$ cat src/rtl/wdog_steer.sv
module wdog_steer #(
  parameter int TREC_CLKS = 16
) (
  input  logic       clk,
  input  logic       rst_n,
  input  logic       tick16,
  input  logic       reg_wr,
  input  logic [7:0] reg_wdata,
  input  logic       wdi,
  input  logic       flag_rd,
  input  logic       pwr_down,
  output logic       irq,
  output logic       rst_out_n,
  output logic       ctl_clr,
  output logic       wdf,
  output logic [7:0] reg_q
);
  localparam int CNT_W = 11;
  localparam int PW = $clog2(TREC_CLKS + 1);

  logic [7:0]       wreg;
  logic [CNT_W-1:0] cnt;
  logic [PW-1:0]    pulse;
  logic [2:0]       wsync;
  logic             irq_q, wdf_q, clr_q;

  function automatic logic [CNT_W-1:0] ticks_of(input logic [7:0] v);
    return CNT_W'(v[6:2]) << {v[1:0], 1'b0};
  endfunction

  wire wdi_edge = wsync[2] ^ wsync[1];
  wire reload   = reg_wr | wdi_edge;
  wire [CNT_W-1:0] load_val = reg_wr ? ticks_of(reg_wdata) : ticks_of(wreg);
  wire expire   = tick16 && (cnt == CNT_W'(1)) && !reload && !pwr_down;

  always_ff @(posedge clk or negedge rst_n) begin
    if (!rst_n) begin
      wreg  <= '0;
      cnt   <= '0;
      pulse <= '0;
      wsync <= '0;
      irq_q <= 1'b0;
      wdf_q <= 1'b0;
      clr_q <= 1'b0;
    end else begin
      wsync <= {wsync[1:0], wdi};
      clr_q <= 1'b0;
      if (expire)       wdf_q <= 1'b1;
      else if (flag_rd) wdf_q <= 1'b0;
      if (pwr_down) begin
        wreg  <= '0;
        cnt   <= '0;
        pulse <= '0;
        irq_q <= 1'b0;
      end else begin
        if (reg_wr) wreg <= reg_wdata;
        if (reload) cnt <= load_val;
        else if (tick16 && cnt != '0) cnt <= cnt - 1'b1;
        if (reg_wr && reg_wdata == 8'h00) irq_q <= 1'b0;
        else if (expire && !wreg[7])      irq_q <= 1'b1;
        if (expire && wreg[7]) pulse <= PW'(TREC_CLKS);
        else if (pulse != '0) begin
          pulse <= pulse - 1'b1;
          if (pulse == PW'(1)) begin
            wreg  <= '0;
            cnt   <= '0;
            clr_q <= 1'b1;
          end
        end
      end
    end
  end

  assign irq       = irq_q;
  assign rst_out_n = (pulse == '0);
  assign ctl_clr   = clr_q;
  assign wdf       = wdf_q;
  assign reg_q     = wreg;
endmodule

$ cat config.mk
export PLATFORM = sky130hd
export DESIGN_NAME = wdog_steer
export DESIGN_NICKNAME = d
export VERILOG_FILES = /design/src/rtl/wdog_steer.sv
export SDC_FILE = /design/constraint.sdc
export NUM_CORES = 1
export LEC_CHECK = 0
export BUFFER_PORTS_ARGS = -buffer_cell sky130_fd_sc_hd__buf_2
export CORE_MARGIN = 2
export CORE_UTILIZATION = 50
export DETAILED_ROUTE_END_ITERATION = 12
export GPL_TIMING_DRIVEN = 0
export PLACE_DENSITY = 0.71
export SLEW_MARGIN = 10
export SYNTH_ARGS = -nofsm -noshare
export SYNTH_HDL_FRONTEND = slang
export SYNTH_SLANG_ARGS = --single-unit
$ cat constraint.sdc
create_clock -name clk -period 3 [get_ports clk]
set_input_delay 0.15 -clock clk [delete_from_list [all_inputs] [get_ports clk]]
set_output_delay 0.15 -clock clk [all_outputs]
set_load 0.02 [all_outputs]
==> metrics.txt, run 1 <==
status completed; grt ovf 0; WS Path Type reg2reg; relative slew slack 0.5620; Syn Inst Count 193; GPL Wtd Cong 0.9209; latest clock arrival within the worst-skew pair 280 ps; Pwr Density 652.1 nW/um^2; I/O Buffers 24; max_cap viols 0; DP Cell Count 265; Die Span Y 64.61 um; R2R setup slack 570 ps; RSZ-0062 raised after global routing no; Pre-antenna DRT Iters 4; clock-pin transition on the worst setup and hold timing paths 60 ps; Starting DRT DRC Count 174; CTS sink count 30; buffer levels on the longest clock path 2; final hold slack 67.28 ps; Synth cell types 46; Max Clock Skew 3.465 ps; placeable core region 3606 um^2; Post-Syn Area 1837 um^2; Vias per Instance 5.664; critical path peak fanout 8; Layout area overhead 17.03%; Worst Hold End wdf; total power 1.402 mW; Chip Width 64.61 um; worst r2r src cnt[0]; wire per inst 15.34 um; DRC viols 0; Simple-Gate Fraction of Synth Area 0.2057; largest family of logic cells by synthesized area simple AND/OR/NAND/NOR gates; Root Driver clkbuf_8; antenna-violating nets left 0; dominant cell type by area after synthesis dfrtp_1; Initial Util 0.5094; Post-Synth XOR/XNOR Area 0.04292; Slew Viols, Final 0; Max VDD drop 0.0005236 V; Register-to-Register Path Depth 7; synth warn 0; global-route wire length before repair 7286 um; layout cells sized above 1 0.1903; Detailed Route WL 4202 um; CP endpoint kind register; flops & latches, synth 30; fin crit share 0.8102; Post-DP HPWL 3053 um; Critical Path RT 3190 ps; vias 1552; Setup TNS 0 ps; vias in the first global route 1472; Syn Nets 213; Compound-Gate Fraction of Synth Area 0.1730; final setup fails 0; Hold Crit Start flag_rd; Hold Path Stages 2; TritonCTS clock tree yes; Nets 246; most common flop cell mapped by yosys dfrtp_1; non-filler cells, final 274; I/O Pins 27; Seq/Total Area, Yosys 0.4087; endpoints failing hold 0; post-synthesis mux area share 0.08787; GR Util All Layers 0.2287; Core Rows 22; Syn Area/Cell 9.517 um^2; Critical Path AT 2620 ps; minimum clock period 2430 ps; htree depth 2; Setup crit start kind register; Leak Pwr 0.9632 nW; Hold Path Class in2reg; diode count 0; Filler Cell Count 320; synth top area cells dfrtp_1 (41%), mux2i_1 (8.2%), nor2_1 (5.9%); number of synthesized flops with an enable pin 0; actual slew at the worst max-slew pin 657.0 ps; fmax 411.4 MHz; pin count of the biggest net entering global routing 31; Synth top area share 0.4087; final core occ 0.5961; Die ar. 4174 um^2; reg2reg end cnt[8]; post-synthesis async set-or-reset flop share 1.000; antenna violations before repair 0; Synth Area in Adders 0.03406; Num CTS Buffers 5
==> synthesized netlist by cell type, types with 3 or more instances <==
cell type and n:
a211oi_1 11, a21oi_1 6, clkbuf_1 6, dfrtp_1 30
ha_1 5, inv_1 8, mux2i_1 15, nand2_1 10
nand2b_1 5, nand3_1 5, nor2_1 29, nor3_1 6
nor4_1 3, o21ai_0 4, o22ai_1 5, or4_1 3
xnor2_1 7
==> worst max-delay path by stage <==
stage / startpoint / to / cells after the start
6_report: cnt[0] / cnt[8] / 7
4_1_cts: cnt[0] / cnt[8] / 7
3_3_place_gp: cnt[0] / cnt[8] / 7
5_1_grt: cnt[0] / cnt[8] / 7
2_1_floorplan: cnt[0] / cnt[8] / 7
3_5_place_dp: cnt[0] / cnt[8] / 7
==> layer usage <==
layer / part of all wire / global-route usage / wire length, um
met5: 0 / 0 / 0
met4: 0.012 / 0.07713 / 50
met3: 0.050 / 0.05035 / 208
met2: 0.47 / 0.3424 / 1978
met1: 0.47 / 0.3292 / 1964
==> power breakdown <==
part / switching (mW) / total, mW / internal [mW]
combinational: 0.281 / 0.475 / 0.194
clock: 0.146 / 0.411 / 0.265
sequential: 0.0578 / 0.516 / 0.458
==> cells by family (layout without fill, tap and decap cells) <==
kind of cell / after synthesis / count (layout)
AOI/OAI and AO/OA: 43 / 43
xor gates and xnor gates: 9 / 9
adders and majority gates: 5 / 5
buffers and inverters: 18 / 51
DFF: 30 / 30
muxes: 16 / 16
and+or+nand+nor: 72 / 72
==> cells in the final DEF (no fill, tap or decap), types with 2 or more instances in the layout <==
| cell | instances |
|---|---|
| o211ai_1 | 2 |
| ha_1 | 5 |
| a21oi_1 | 6 |
| nand3_1 | 5 |
| clkbuf_1 | 6 |
| clkbuf_8 | 6 |
| o22ai_1 | 5 |
| or4_1 | 3 |
| inv_1 | 8 |
| o221ai_1 | 2 |
| xor2_1 | 2 |
| mux2i_1 | 15 |
| nor2_1 | 29 |
| a31oi_1 | 2 |
| a22oi_1 | 2 |
| nand2_1 | 10 |
| xnor2_1 | 7 |
| nor4_1 | 3 |
| dfrtp_1 | 30 |
| buf_2 | 25 |
| dlygate4sd3_1 | 2 |
| nand2b_1 | 5 |
| a211oi_1 | 11 |
| nor3_1 | 6 |
| o21ai_0 | 4 |
| o32ai_1 | 2 |
==> state kept, by name, summed over array words and instances (netlist names) <==
register and count:
cnt 11, ctl_clr 1, wsync 3, pulse 5
reg_q 8, wdf 1, irq 1
==> worst max-delay path: stages, from the launching register on <==
cell and delay, ps:
dfrtp_1 430, inv_1 100, ha_1 190, or4b_2 650, o21ai_1 450, nor4b_1 120, xnor2_1 160, a211oi_1 240
==> stage by stage <==
step	worst slack, ps	cell area [um^2]
floorplan	883.9	1837
global placement	614.3	2017
detailed placement	602.2	2017
CTS	554.7	2150
global route	406.1	2150
finish	569.5	2150
==> what timing repair did <==
| action | CTS | global route |
|---|---|---|
| endpoints found under the hold margin | 31 | 0 |
| hold buffers | 2 | 0 |
| buffers inserted | 0 | 0 |
| gates resized for setup | 0 | 0 |
==> layout make-up <==
| class | instances | area (um^2) | share of cell area |
|---|---|---|---|
| multi-input cells | 145 | 998.5 | 0.4645 |
| inverters | 8 | 30.03 | 0.01397 |
| clock buffers | 6 | 82.58 | 0.03842 |
| well taps | 48 | 60.06 | 0.02794 |
| repair buffers | 26 | 140.1 | 0.06519 |
| clock inverters | 1 | 30.03 | 0.01397 |
| plain buffers | 10 | 57.56 | 0.02678 |
| flip-flops and latches | 30 | 750.7 | 0.3492 |
No activity file was read; power rests on OpenSTA's default activity.
==> run 2: changes to the inputs <==
--- a/config.mk
+++ b/config.mk
@@ -5,6 +5,7 @@
 export SDC_FILE = /design/constraint.sdc
 export NUM_CORES = 1
 export LEC_CHECK = 0
+export ABC_AREA = 1
 export BUFFER_PORTS_ARGS = -buffer_cell sky130_fd_sc_hd__buf_2
 export CORE_MARGIN = 2
 export CORE_UTILIZATION = 50
==> constraint.sdc (replaced) <==
create_clock -name clk -period 2.5 [get_ports clk]
set_input_delay 0.125 -clock clk [delete_from_list [all_inputs] [get_ports clk]]
set_output_delay 0.125 -clock clk [all_outputs]
set_load 0.02 [all_outputs]
==> run 2 against run 1 <==
Die area up 12%. Cell area is 10% higher. Routed wire length rose by 14%. Worst setup slack improved by 220 ps. Clock power decreased by 2%. First-iteration DRC count down 24%. Largest power group is now combinational logic.
==> metrics.txt, run 2 <==
vias in the first global route 1779; WP buf/inv 2; Starting DRT DRC Count 133; Syn Inst Count 305; grt ovf 0; Post-DP HPWL 3639 um; pin count of the biggest net entering global routing 31; vias 1994; number of synthesized flops with an enable pin 0; setup bufs post-CTS 0; latest clock arrival within the worst-skew pair 290 ps; Nets 358; non-filler cells, final 389; most common flop cell mapped by yosys dfrtp_1; DRC viols 0; top cell family by delay on the critical path compound AO/OA/AOI/OAI gates; top-count cell post-synth nand2_1; I/O Pins 27; Pwr Density 735.1 nW/um^2; max reg flops 11; Num CTS Buffers 5; layout cells sized above 1 0.1681; Post-CTS Resized 0; final setup fails 0; GR Util All Layers 0.2302; Syn Nets 325; Core Rows 23; endpoints failing hold 0; Critical Path RT 2680 ps; Die ar. 4670 um^2; Leak Pwr 1.262 nW; dominant cell type by area after synthesis dfrtp_1; actual slew at the worst max-slew pin 660.5 ps; Syn Area/Cell 6.785 um^2; Pre-antenna DRT Iters 4; Die Span Y 68.34 um; Root Driver clkbuf_8; I/O Buffers 24; Vias per Instance 5.126; status completed; diode count 0; Filler Cell Count 402; DP Cell Count 379; TritonCTS clock tree yes; worst path cell trace inv_1, ha_1, nand2_1, inv_1, a21boi_0, nand2_1, a21oi_1, nor2_1; synth warn 0; global-route wire length before repair 7838 um; Chip Width 68.34 um; Max Clock Skew 7.009 ps; final worst slack 786.8 ps; max_cap viols 0; Critical Path AT 1890 ps; synth top area cells dfrtp_1 (36%), nand2_1 (15%), nand3_1 (8.5%); placeable core region 4000 um^2; GPL Wtd Cong 0.8488; RSZ-0062 raised after global routing no; Initial Util 0.5174; fin crit share 0.6853; commonest non-fill, non-tap cell in the layout nand2_1; Max VDD drop 0.0004940 V; CP max-delay cell a21boi_0; WS Path Type reg2reg; CTS sink count 30; Place WS 798.0 ps; max incr delay on CP 410 ps; CP endpoint kind register; clock-pin transition on the worst setup and hold timing paths 60 ps; total power 1.737 mW; Hold Buf Count CTS 2; Seq/Total Area, Yosys 0.3628; register with the most flip-flops cnt; Setup TNS 0 ps; Layout area overhead 14.21%; wire per inst 12.30 um; relative slew slack 0.5597; antenna violations before repair 0; Synth top area share 0.3628; Hold Path Class in2reg; flops & latches, synth 30; Post-Syn Area 2069 um^2; htree depth 2; fmax 583.7 MHz; antenna-violating nets left 0; Detailed Route WL 4783 um; post-synthesis async set-or-reset flop share 1.000; Synth cell types 30; Slew Viols, Final 0; buffer levels on the longest clock path 2; Setup crit start kind register; critical path peak fanout 6; most frequent cells in the layout nand2_1 (82), nor2_1 (43), nand3_1 (35), inv_1 (34); Commonest cells post-synth nand2_1 (82), nor2_1 (43), nand3_1 (35), inv_1 (34), dfrtp_1 (30); minimum clock period 1713 ps
run 2: cell types whose count changed after synthesis, sizes merged, moves of 8 or more:
| cell | delta |
|---|---|
| o21ai | +15 |
| inv | +28 |
| a21oi | +8 |
| nand2 | +79 |
| nand3 | +30 |
| mux2i | -14 |
| a211oi | -11 |
| nor2 | +19 |
run 2: final cells by class:
cell class | instances | area [um^2] | area share
clock inverters | 1 | 5.005 | 0.002118
repair buffers | 26 | 140.1 | 0.05929
well taps | 50 | 62.56 | 0.02647
plain buffers | 8 | 52.55 | 0.02223
inverters | 37 | 140.1 | 0.05929
flip-flops and latches | 30 | 750.7 | 0.3176
multi-input cells | 230 | 1126 | 0.4764
clock buffers | 7 | 86.33 | 0.03653
run 2: logic make-up (layout without fill, tap and decap cells):
kind of cell	count (synthesis)	in the layout	synth area share
mux	1	1	0.004837
buf+inv	45	79	0.09311
simple gates	180	180	0.3900
flops	30	30	0.3628
xor+xnor	2	2	0.008466
fa+ha+maj	5	5	0.03023
compound gates	42	42	0.1106
run 2: worst paths after layout:
| kind | start | end | slack (ps) | cells past startpoint |
|---|---|---|---|---|
| min reg2reg | wsync[0] | wsync[1] | 360 | 0 |
| min in group asynchronous | rst_n | reg_q[0] | 420 | 2 |
| max in group asynchronous | rst_n | wdf | 1650 | 2 |
| max | cnt[0] | cnt[6] | 790 | 8 |
| min | flag_rd | wdf | 20 | 2 |
| max reg2reg | cnt[0] | cnt[6] | 790 | 8 |
run 2: per-layer routing:
layer,vias to the layer above,global-route usage,part of all wire
met1,911,0.2946,0.48
li1,1043,-,-
met4,0,0.09000,0.017
met2,32,0.3823,0.47
met5,-,0,0
met3,8,0.04441,0.034
run 2: metrics by stage:
stage | hold WS, ps | util | area (um^2)
6_report | 19.54 | 0.5909 | 2364
5_1_grt | 36.33 | 0.5909 | 2364
4_1_cts | 18.77 | 0.5909 | 2364
3_5_place_dp | 199.0 | 0.5630 | 2252
3_3_place_gp | 192.3 | 0.5630 | 2252
2_1_floorplan | -170.6 | - | 2069
run 2: power breakdown:
group	switching, mW	internal (mW)
Sequential	0.0627	0.558
Clock	0.180	0.221
Combinational	0.460	0.255
run 2: worst reg2reg max path: cells and delay by family, from the launching register on:
kind	cells	cell delay, ps
and+or+nand+nor	3	250
buffers and inverters	2	180
AOI/OAI and AO/OA	2	590
adders and majority gates	1	210
DFF	1	380
==> run 3: changes to the inputs <==
--- a/config.mk
+++ b/config.mk
@@ -5,7 +5,7 @@
 export SDC_FILE = /design/constraint.sdc
 export NUM_CORES = 1
 export LEC_CHECK = 0
-export ABC_AREA = 1
+export ABC_AREA = 0
 export BUFFER_PORTS_ARGS = -buffer_cell sky130_fd_sc_hd__buf_2
 export CORE_MARGIN = 2
 export CORE_UTILIZATION = 50
==> constraint.sdc (replaced) <==
create_clock -name clk -period 1.6 [get_ports clk]
set_input_delay 0.08 -clock clk [delete_from_list [all_inputs] [get_ports clk]]
set_output_delay 0.08 -clock clk [all_outputs]
set_load 0.02 [all_outputs]
==> run 3 against run 2 <==
The flow now finishes with violations (setup timing). Power up 67%. Sequential share of layout area shrank 1.7 points. Worst setup slack got worse by 1200 ps. Clock power is 64% higher. Cell area increased by 5.9%. Global-route usage increased by 1.6 points. Critical path depth is 1 lower. First-iteration DRC count shrank 27%. Die area fell by 11%. Critical path type unchanged. Largest power group unchanged.
==> metrics.txt, run 3 (synthesis results as in run 1) <==
status finished with violations; violated checks setup timing; latest clock arrival within the worst-skew pair 290 ps; Die ar. 4174 um^2; Critical Path RT 1820 ps; DRC viols 0; clock-pin transition on the worst setup and hold timing paths 70 ps; GR Util All Layers 0.2458; buffer levels on the longest clock path 2; Setup TNS -8816 ps; Core Rows 22; Root Driver clkbuf_8; Initial Util 0.5094; layout cells sized above 1 0.3887; Die Span Y 64.61 um; Register-to-Register Path Depth 7; Max Clock Skew 10.04 ps; grt ovf 0; pin count of the biggest net entering global routing 31; WS Path Type reg2reg; R2R setup slack -450 ps; Worst Setup SP cnt[4]; clock share of power 0.227; Pre-antenna DRT Iters 4; GPL Wtd Cong 0.9528; vias in the first global route 1528; Pwr Density 1158 nW/um^2; final hold slack 16.87 ps; Slew Viols, Final 0; critical path peak fanout 7; Hold Crit Start pwr_down; Hold Path Stages 2; wire per inst 16.98 um; Psw 1.125 mW; Worst Hold End pulse[4]; P_int 1.774 mW; TritonCTS clock tree yes; most frequent cells in the layout dfrtp_1 (29), buf_2 (25), nor2_1 (20), mux2i_1 (15), buf_4 (15); CP endpoint kind register; I/O Pins 27; Flop pwr share 0.336; antenna-violating nets left 0; Detailed Route WL 5010 um; Leak Pwr 1.092 nW; reg2reg end cnt[4]; endpoints failing hold 0; Num CTS Buffers 5; fmax 486.9 MHz; Critical Path AT 2270 ps; switch share 0.3881; fin crit share 1.284; Layout area overhead 36.24%; Max VDD drop 0.0006145 V; Chip Width 64.61 um; global-route wire length before repair 7631 um; Post-DP HPWL 3110 um; total power 2.899 mW; combinational power share 0.437; Setup crit start kind register; actual slew at the worst max-slew pin 680.8 ps; Starting DRT DRC Count 97; Vias per Instance 5.834; antenna violations before repair 0; worst r2r src cnt[4]; final setup fails 27; max_cap viols 0; RSZ-0062 raised after global routing yes; diode count 0; I/O Buffers 24; Hold Path Class in2reg; vias 1721; minimum clock period 2054 ps; max reg flops 11; relative slew slack 0.5461; Nets 266; commonest non-fill, non-tap cell in the layout dfrtp_1; placeable core region 3606 um^2; CTS sink count 30; htree depth 2; register with the most flip-flops cnt; final core occ 0.6940; final worst slack -453.8 ps
run 3: critical path, stage by stage, from the launching register on:
cell	delay, ps
dfrtp_2	460
or3b_4	430
nor3b_4	250
nand4_2	160
a41o_1	250
buf_6	160
buf_12	140
a31oi_4	120
run 3: timing repair:
action	in CTS	in global routing
buffers inserted	11	6
endpoints found under the setup margin	27	28
resized for setup	10	36
hold endpoints to repair	32	0
hold buffers	3	0
cloned	0	2
pin swaps	15	6
run 3: worst max path at each step:
stage / end / depth (start not counted)
floorplan: cnt[4] / 7
global placement: cnt[1] / 7
detailed placement: cnt[0] / 7
CTS: cnt[4] / 7
global route: cnt[1] / 7
finish: cnt[4] / 7
run 3: power by group through the flow:
| stage | clock [mW] | sequential, mW | combinational, mW |
|---|---|---|---|
| after detailed placement | 0 | 0.984 | 0.914 |
| after floorplan | 0 | 0.990 | 0.671 |
| after global placement | 0 | 0.980 | 0.903 |
| after CTS | 0.667 | 0.963 | 1.04 |
| after global routing | 0.706 | 0.987 | 1.38 |
| final | 0.657 | 0.975 | 1.27 |
run 3: final cells by class:
| class | instances | area (um^2) |
|---|---|---|
| Multi-Input combinational cell | 145 | 1180 |
| Sequential cell | 30 | 752.0 |
| Timing Repair Buffer | 46 | 321.6 |
| Tap cell | 48 | 60.06 |
| Clock buffer | 6 | 82.58 |
| Fill cell | 274 | 1104 |
| Inverter | 8 | 30.03 |
| Buffer | 10 | 63.81 |
| Clock inverter | 2 | 12.51 |
run 3: routing by layer:
layer / GRT usage / vias to the layer above / wire length, um
met1: 0.3303 / 843 / 2211
met3: 0.04167 / 12 / 218
met4: 0.1037 / 0 / 129
met5: 0 / - / 0
met2: 0.3932 / 62 / 2451
li1: - / 804 / -
run 3: per-stage QoR:
| stage | setup WS, ps | instance area [um^2] | cells |
|---|---|---|---|
| 4_1_cts | -387.5 | 2287 | 287 |
| 3_5_place_dp | -549.9 | 2036 | 265 |
| 5_1_grt | -561.5 | 2502 | 295 |
| 3_3_place_gp | -524.5 | 2036 | 265 |
| 2_1_floorplan | -353.2 | 1856 | 193 |
| 6_report | -453.8 | 2502 | 295 |
